`src/rtl/divq_pkg.sv`:
```
package divq_pkg;

    localparam int XLEN = 64;
    localparam int HALF = XLEN / 2;
    localparam int CW   = $clog2(XLEN);

    typedef enum logic [1:0] {
        OP_UQUO = 2'b00,
        OP_SQUO = 2'b01,
        OP_UREM = 2'b10,
        OP_SREM = 2'b11
    } divq_op_e;

    typedef enum logic [1:0] {
        ST_IDLE = 2'd0,
        ST_RUN  = 2'd1,
        ST_FIX  = 2'd2
    } divq_state_e;

    typedef struct packed {
        logic [XLEN-1:0] mag_a;
        logic [XLEN-1:0] mag_b;
        logic            neg_q;
        logic            neg_r;
        logic            bypass;
        logic [XLEN-1:0] byp_val;
    } divq_prep_t;

    function automatic logic [XLEN-1:0] fit_width(input logic narrow, input logic [XLEN-1:0] v);
        return narrow ? {{HALF{1'b0}}, v[HALF-1:0]} : v;
    endfunction

    function automatic logic [XLEN-1:0] cond_neg(input logic neg, input logic [XLEN-1:0] v);
        return neg ? (~v + 1'b1) : v;
    endfunction

endpackage

```
`src/rtl/divq_prep.sv`:
```
module divq_prep
    import divq_pkg::*;
(
    input  divq_op_e         op,
    input  logic             w32,
    input  logic [XLEN-1:0]  a,
    input  logic [XLEN-1:0]  b,
    output divq_prep_t       p
);
    logic            sgn, sa, sb, b_zero, b_m1, a_min, ovf;
    logic [XLEN-1:0] a_ext, b_ext;

    always_comb begin
        sgn    = op[0];
        sa     = sgn & (w32 ? a[HALF-1] : a[XLEN-1]);
        sb     = sgn & (w32 ? b[HALF-1] : b[XLEN-1]);
        a_ext  = w32 ? {{HALF{sa}}, a[HALF-1:0]} : a;
        b_ext  = w32 ? {{HALF{sb}}, b[HALF-1:0]} : b;
        b_zero = w32 ? (b[HALF-1:0] == '0) : (b == '0);
        b_m1   = w32 ? (&b[HALF-1:0]) : (&b);
        a_min  = w32 ? (a[HALF-1:0] == {1'b1, {(HALF-1){1'b0}}})
                     : (a == {1'b1, {(XLEN-1){1'b0}}});
        ovf    = sgn & a_min & b_m1;

        p.mag_a  = cond_neg(sa, a_ext);
        p.mag_b  = cond_neg(sb, b_ext);
        p.neg_q  = sa ^ sb;
        p.neg_r  = sa;
        p.bypass = b_zero | ovf;
        if (b_zero)
            p.byp_val = op[1] ? fit_width(w32, a) : '0;
        else if (ovf)
            p.byp_val = op[1] ? '0 : fit_width(w32, a);
        else
            p.byp_val = '0;
    end
endmodule

```
`src/rtl/divq_core.sv`:
```
module divq_core #(
    parameter int W = 64
) (
    input  logic         clk,
    input  logic         rst,
    input  logic         load,
    input  logic         step,
    input  logic         w32,
    input  logic [W-1:0] dvd,
    input  logic [W-1:0] dvs,
    output logic [W-1:0] quot,
    output logic [W-1:0] rem
);
    localparam int H = W / 2;

    logic [W:0]   rem_q;
    logic [W-1:0] quo_q, dvs_q;
    logic [W:0]   trial_rem, diff;
    logic         fits;

    always_comb begin
        trial_rem = {rem_q[W-1:0], quo_q[W-1]};
        diff      = trial_rem - {1'b0, dvs_q};
        fits      = (trial_rem >= {1'b0, dvs_q});
    end

    always_ff @(posedge clk) begin
        if (rst) begin
            rem_q <= '0;
            quo_q <= '0;
            dvs_q <= '0;
        end else if (load) begin
            rem_q <= '0;
            quo_q <= w32 ? {dvd[H-1:0], {H{1'b0}}} : dvd;
            dvs_q <= dvs;
        end else if (step) begin
            rem_q <= fits ? diff : trial_rem;
            quo_q <= {quo_q[W-2:0], fits};
        end
    end

    assign quot = quo_q;
    assign rem  = rem_q[W-1:0];

    // restoring invariant, partial remainder stays below the divisor
    a_r1_partial_rem_bound: assert property (@(posedge clk) disable iff (rst)
        (dvs_q != '0) |-> (rem_q < {1'b0, dvs_q}));
endmodule

```
`src/rtl/divq_unit.sv`:
```
module divq_unit
    import divq_pkg::*;
(
    input  logic             clk,
    input  logic             rst,
    input  logic             start,
    input  logic [1:0]       op,
    input  logic             w32,
    input  logic [XLEN-1:0]  dividend,
    input  logic [XLEN-1:0]  divisor,
    output logic [XLEN-1:0]  result,
    output logic             busy,
    output logic             done
);
    divq_state_e     state;
    divq_prep_t      prep;
    logic [CW-1:0]   cnt;
    logic            neg_q_r, neg_r_r, is_rem_r, w32_r;
    logic            accept, core_load, core_step;
    logic [XLEN-1:0] quo, rem, pick;

    divq_prep u_prep (
        .op  (divq_op_e'(op)),
        .w32 (w32),
        .a   (dividend),
        .b   (divisor),
        .p   (prep)
    );

    assign accept    = start & (state == ST_IDLE);
    assign core_load = accept & ~prep.bypass;
    assign core_step = (state == ST_RUN);

    divq_core #(.W(XLEN)) u_core (
        .clk  (clk),
        .rst  (rst),
        .load (core_load),
        .step (core_step),
        .w32  (w32),
        .dvd  (prep.mag_a),
        .dvs  (prep.mag_b),
        .quot (quo),
        .rem  (rem)
    );

    assign pick = is_rem_r ? cond_neg(neg_r_r, rem) : cond_neg(neg_q_r, quo);

    always_ff @(posedge clk) begin
        if (rst) begin
            state    <= ST_IDLE;
            cnt      <= '0;
            result   <= '0;
            done     <= 1'b0;
            neg_q_r  <= 1'b0;
            neg_r_r  <= 1'b0;
            is_rem_r <= 1'b0;
            w32_r    <= 1'b0;
        end else begin
            done <= 1'b0;
            unique case (state)
                ST_IDLE: if (accept) begin
                    if (prep.bypass) begin
                        result <= prep.byp_val;
                        done   <= 1'b1;
                    end else begin
                        state    <= ST_RUN;
                        cnt      <= w32 ? CW'(HALF - 1) : CW'(XLEN - 1);
                        neg_q_r  <= prep.neg_q;
                        neg_r_r  <= prep.neg_r;
                        is_rem_r <= op[1];
                        w32_r    <= w32;
                    end
                end
                ST_RUN: begin
                    if (cnt == '0) state <= ST_FIX;
                    else           cnt   <= cnt - 1'b1;
                end
                ST_FIX: begin
                    result <= fit_width(w32_r, pick);
                    done   <= 1'b1;
                    state  <= ST_IDLE;
                end
                default: state <= ST_IDLE;
            endcase
        end
    end

    assign busy = (state != ST_IDLE);

    // completion never overlaps an iteration in progress
    a_r10_busy_excludes_done: assert property (@(posedge clk) disable iff (rst)
        busy |-> !done);

    // without an accepted command the result holds
    a_r11_result_hold: assert property (@(posedge clk) disable iff (rst)
        (!busy && !start) |=> $stable(result));

    // quotient by zero gives zero on the next cycle
    a_r4_quo_by_zero: assert property (@(posedge clk) disable iff (rst)
        (start && !busy && !op[1] && (w32 ? divisor[HALF-1:0] == '0 : divisor == '0))
        |=> (done && result == '0));

    // signed remainder of most-negative by minus one is zero
    a_r8_srem_ovf: assert property (@(posedge clk) disable iff (rst)
        (start && !busy && op == 2'b11 && !w32 && (&divisor)
         && dividend == {1'b1, {(XLEN-1){1'b0}}}) |=> (done && result == '0));

    // bypassed commands never raise busy
    a_r9_bypass_fast: assert property (@(posedge clk) disable iff (rst)
        (start && !busy && (w32 ? divisor[HALF-1:0] == '0 : divisor == '0))
        |=> (!busy && done));
endmodule

```
`config.mk`:
```
export PLATFORM = sky130hd
export DESIGN_NAME = divq_unit
export DESIGN_NICKNAME = d
export VERILOG_FILES = /design/src/rtl/divq_pkg.sv /design/src/rtl/divq_prep.sv /design/src/rtl/divq_core.sv /design/src/rtl/divq_unit.sv
export SDC_FILE = /design/constraint.sdc
export NUM_CORES = 1
export LEC_CHECK = 0
export ABC_AREA = 1
export BUFFER_PORTS_ARGS = -buffer_cell sky130_fd_sc_hd__buf_2
export CAP_MARGIN = 30
export CELL_PAD_IN_SITES_DETAIL_PLACEMENT = 1
export CELL_PAD_IN_SITES_GLOBAL_PLACEMENT = 1
export CORE_UTILIZATION = 34
export DETAILED_ROUTE_END_ITERATION = 12
export GPL_TIMING_DRIVEN = 0
export PLACE_DENSITY = 0.83
export SYNTH_ARGS = -nofsm -noshare
export SYNTH_HDL_FRONTEND = slang
export SYNTH_SLANG_ARGS = --single-unit
```
`constraint.sdc`:
```
create_clock -name clk -period 2.1 [get_ports clk]
set_input_delay 0.42 -clock clk [delete_from_list [all_inputs] [get_ports clk]]
set_output_delay 0.42 -clock clk [all_outputs]
set_load 0.01 [all_outputs]
```
==> run metrics <==
WS Path Type reg2reg; hpwl dp 147000 um; cell area after synthesis 28800 um2; switching part of the total 46.4%; # diodes 0; Die Y 293 um; CP arrival 3380 ps; Leakage Power 20.1 nW; FP Rows 106; core area 83800 um2; pre-CTS setup slack -1530 ps; Final Max Tran Viols 0; fillers 11300; Synth Instances 5505; GRT Residual Overflow 0; Register-to-Register Path Depth 15; Post-Syn Nets 5711; Yosys warning count 0; gp weighted congestion 1.09; synth unique cells 45; NetSw 10.9 mW; initial antenna violation count 8; CTS clock-pin slew for the worst setup and hold paths 60 ps; multi-input logic area 25700 um2; Post-Route WL 196000 um; nets 6161; failing checks setup timing; beginning of the critical path u_core.dvs_q[1]; Synth Flop Type dfxtp_1; Worst Setup EP u_core.rem_q[55]; fraction of layout cells with a size suffix above 1 32.5%; r2r startpoint u_core.dvs_q[1]; Period Utilization, post-route 137%; max_slew headroom 32.6%; Setup Viol. Count Final 201; vias in the first global route 38600; largest net degree at the start of global routing 14; Seq cells post-synth 269; Num Clock Sinks 269; FF-to-FF setup slack -770 ps; die area 86000 um2; IO Pins 200; register area 5580 um2; Post-synth EDFFs 0; CTS H-tree lvls 2; FFs w/ async S/R, synth 0%; peak supply drop 0.558 mV; initial core utilization 34.4%; post-layout util 49.5%; Final ANT Viol Nets 0; RSZ-0062 raised after global routing yes; IO buf count 192; drt drc 0; final setup TNS -61380 ps; Clock Skews 22.9 ps; Slew @ Worst Pin 1010 ps; maximum clock rate 348 MHz; hold crit path type in2reg; Layout area overhead 44.1%; CTS hold repair buffers 0; clock power share 27.6%; final setup margin -773 ps; worst-case clock buffer depth 3; sequential area share after synthesis 18.7%; Num CTS Buffers 35; startpoint types register; Fin. Hold Viols 0; Final min period 2870 ps; Avg Inst Size Synth 5.24 um2; r2r endpoint u_core.rem_q[55]; clock latency on the worst-skew pair 580 ps; dpl cell area 31500 um2; Seq pwr share 26.0%; CP required 2600 ps; Power Density 565 nW/um2; Total Routing Usage GR 40.3%; Starting DRT DRC Count 4889; via/cell ratio 5.95; DRT Pass-1 Iters 6; Setup crit end kind register; detailed-route wire length per cell 27.6 um; clock root cell clkbuf_16; CTS tree done; Comb power frac 46.4%; die width 293 um; DR vias 42300; internal power 12.6 mW; worst-path maximum fanout 4; max cap viols 0; Final Cell Area 41500 um2; first-pass GRT wire length 256000 um; status finished, violations left
==> stage by stage <==
| step | power, mW | hold slack [ps] | instances |
|---|---|---|---|
| 5_1_grt | 24.0 | 194 | 7116 |
| 3_3_place_gp | 13.5 | 453 | 6831 |
| 4_1_cts | 20.8 | 200 | 6948 |
| 2_1_floorplan | 10.5 | 434 | 5505 |
| 3_5_place_dp | 13.7 | 457 | 6832 |
| 6_report | 23.4 | 181 | 7116 |
==> cells in the mapped netlist (53+ instances only) <==
library cell / count / area, um2
nand4_1: 87 / 544
ha_1: 71 / 888
nor3_1: 86 / 430
o21ai_0: 231 / 1160
xor2_1: 83 / 727
buf_2: 58 / 290
a21oi_1: 241 / 1210
dfxtp_1: 269 / 5390
clkbuf_1: 104 / 390
xnor2_1: 53 / 464
nor2_1: 752 / 2820
nand3_1: 585 / 2930
nand2_1: 1903 / 7140
inv_1: 714 / 2680
==> flip-flops by register name (all words and copies together) (netlist names) <==
| register | count |
|---|---|
| u_core.quot | 64 |
| neg_r_r | 1 |
| u_core.dvs_q | 64 |
| neg_q_r | 1 |
| u_core.rem_q | 64 |
| is_rem_r | 1 |
| state | 2 |
| result | 64 |
| cnt | 6 |
| done | 1 |
| w32_r | 1 |
==> routing by layer <==
layer / global-route usage (%) / share of wire, %
met1: 55.5 / 40
met5: 0 / 0.064
met3: 8.06 / 11
met2: 61.0 / 42
met4: 16.7 / 5.9
==> cells in the final DEF, fill, tap and decap left out, types with 26 or more instances in the layout <==
cell,synthesis,final
nand2_1,1903,1593
inv_1,714,615
nor2_1,752,480
nand3_1,585,349
nand2_2,2,239
buf_2,58,207
nand3_2,4,193
buf_4,20,183
a21oi_1,241,181
o21ai_0,231,169
dfxtp_1,269,164
nor2_2,9,161
nor2_4,1,121
nand4_1,87,87
inv_2,9,82
dfxtp_2,0,81
nand2_4,0,72
xor2_1,83,71
buf_6,6,61
a21oi_2,11,61
clkbuf_1,104,57
ha_4,0,57
o21ai_1,30,55
nand3_4,1,48
clkbuf_16,0,46
nor3_1,86,45
xnor2_1,53,44
o22ai_1,48,41
clkbuf_2,0,31
o21ai_2,2,29
nand3b_1,28,28
buf_12,0,26
==> final cells by class <==
type	instances	area share [%]
Timing Repair Buffer	417	7.84
Tap cell	1134	3.42
Multi-Input combinational cell	4299	61.9
Clock inverter	18	0.536
Clock buffer	46	2.35
Buffer	205	3.59
Inverter	728	6.91
Sequential cell	269	13.4
==> kinds of logic (layout without fill, tap and decap cells) <==
logic type / after synthesis / count (layout) / synth area share, %
fa+ha+maj: 72 / 72 / 3.15
compound gates: 591 / 591 / 10.9
simple gates: 3500 / 3500 / 50.3
flops: 269 / 269 / 18.7
buf+inv: 937 / 1414 / 12.9
xor+xnor: 136 / 136 / 4.13
==> worst min-delay path by stage <==
stage	from	endpoint	slack (ps)	cells past startpoint
after floorplan	u_core.dvs_q[33]	u_core.dvs_q[33]	430	2
after global placement	result[29]	result[29]	450	2
after detailed placement	result[30]	result[30]	460	2
after CTS	divisor[17]	u_core.dvs_q[17]	200	3
after global routing	divisor[21]	u_core.dvs_q[21]	190	3
final	divisor[22]	u_core.dvs_q[22]	180	3
==> timing repair <==
item | in CTS | in global routing
gates cloned | 5 | 12
setup endpoints to repair | 269 | 268
pin swaps | 91 | 309
resized for setup | 664 | 1352
buffers inserted | 49 | 160
==> power groups by stage <==
stage	Sequential, mW	Combinational (mW)	Clock (mW)
2_1_floorplan	5.82	4.68	0
5_1_grt	6.08	11.3	6.61
6_report	6.10	10.9	6.47
3_5_place_dp	6.02	7.64	0
4_1_cts	5.95	8.46	6.37
3_3_place_gp	6.01	7.51	0
==> critical path, stage by stage, from the launching register on <==
cell and delay, ps:
dfxtp_1 300, inv_1 420, ha_4 340, nand2_1 80, nand2_1 60, nand3_1 100
nand2_2 120, nand2_1 130, nand3_1 320, nand2_1 270, nand3_1 100, nand2_1 70
nand2_1 130, nand2_4 110, nand3_2 80, a21oi_1 140
Note: power is estimated with default switching activity, not from simulation.
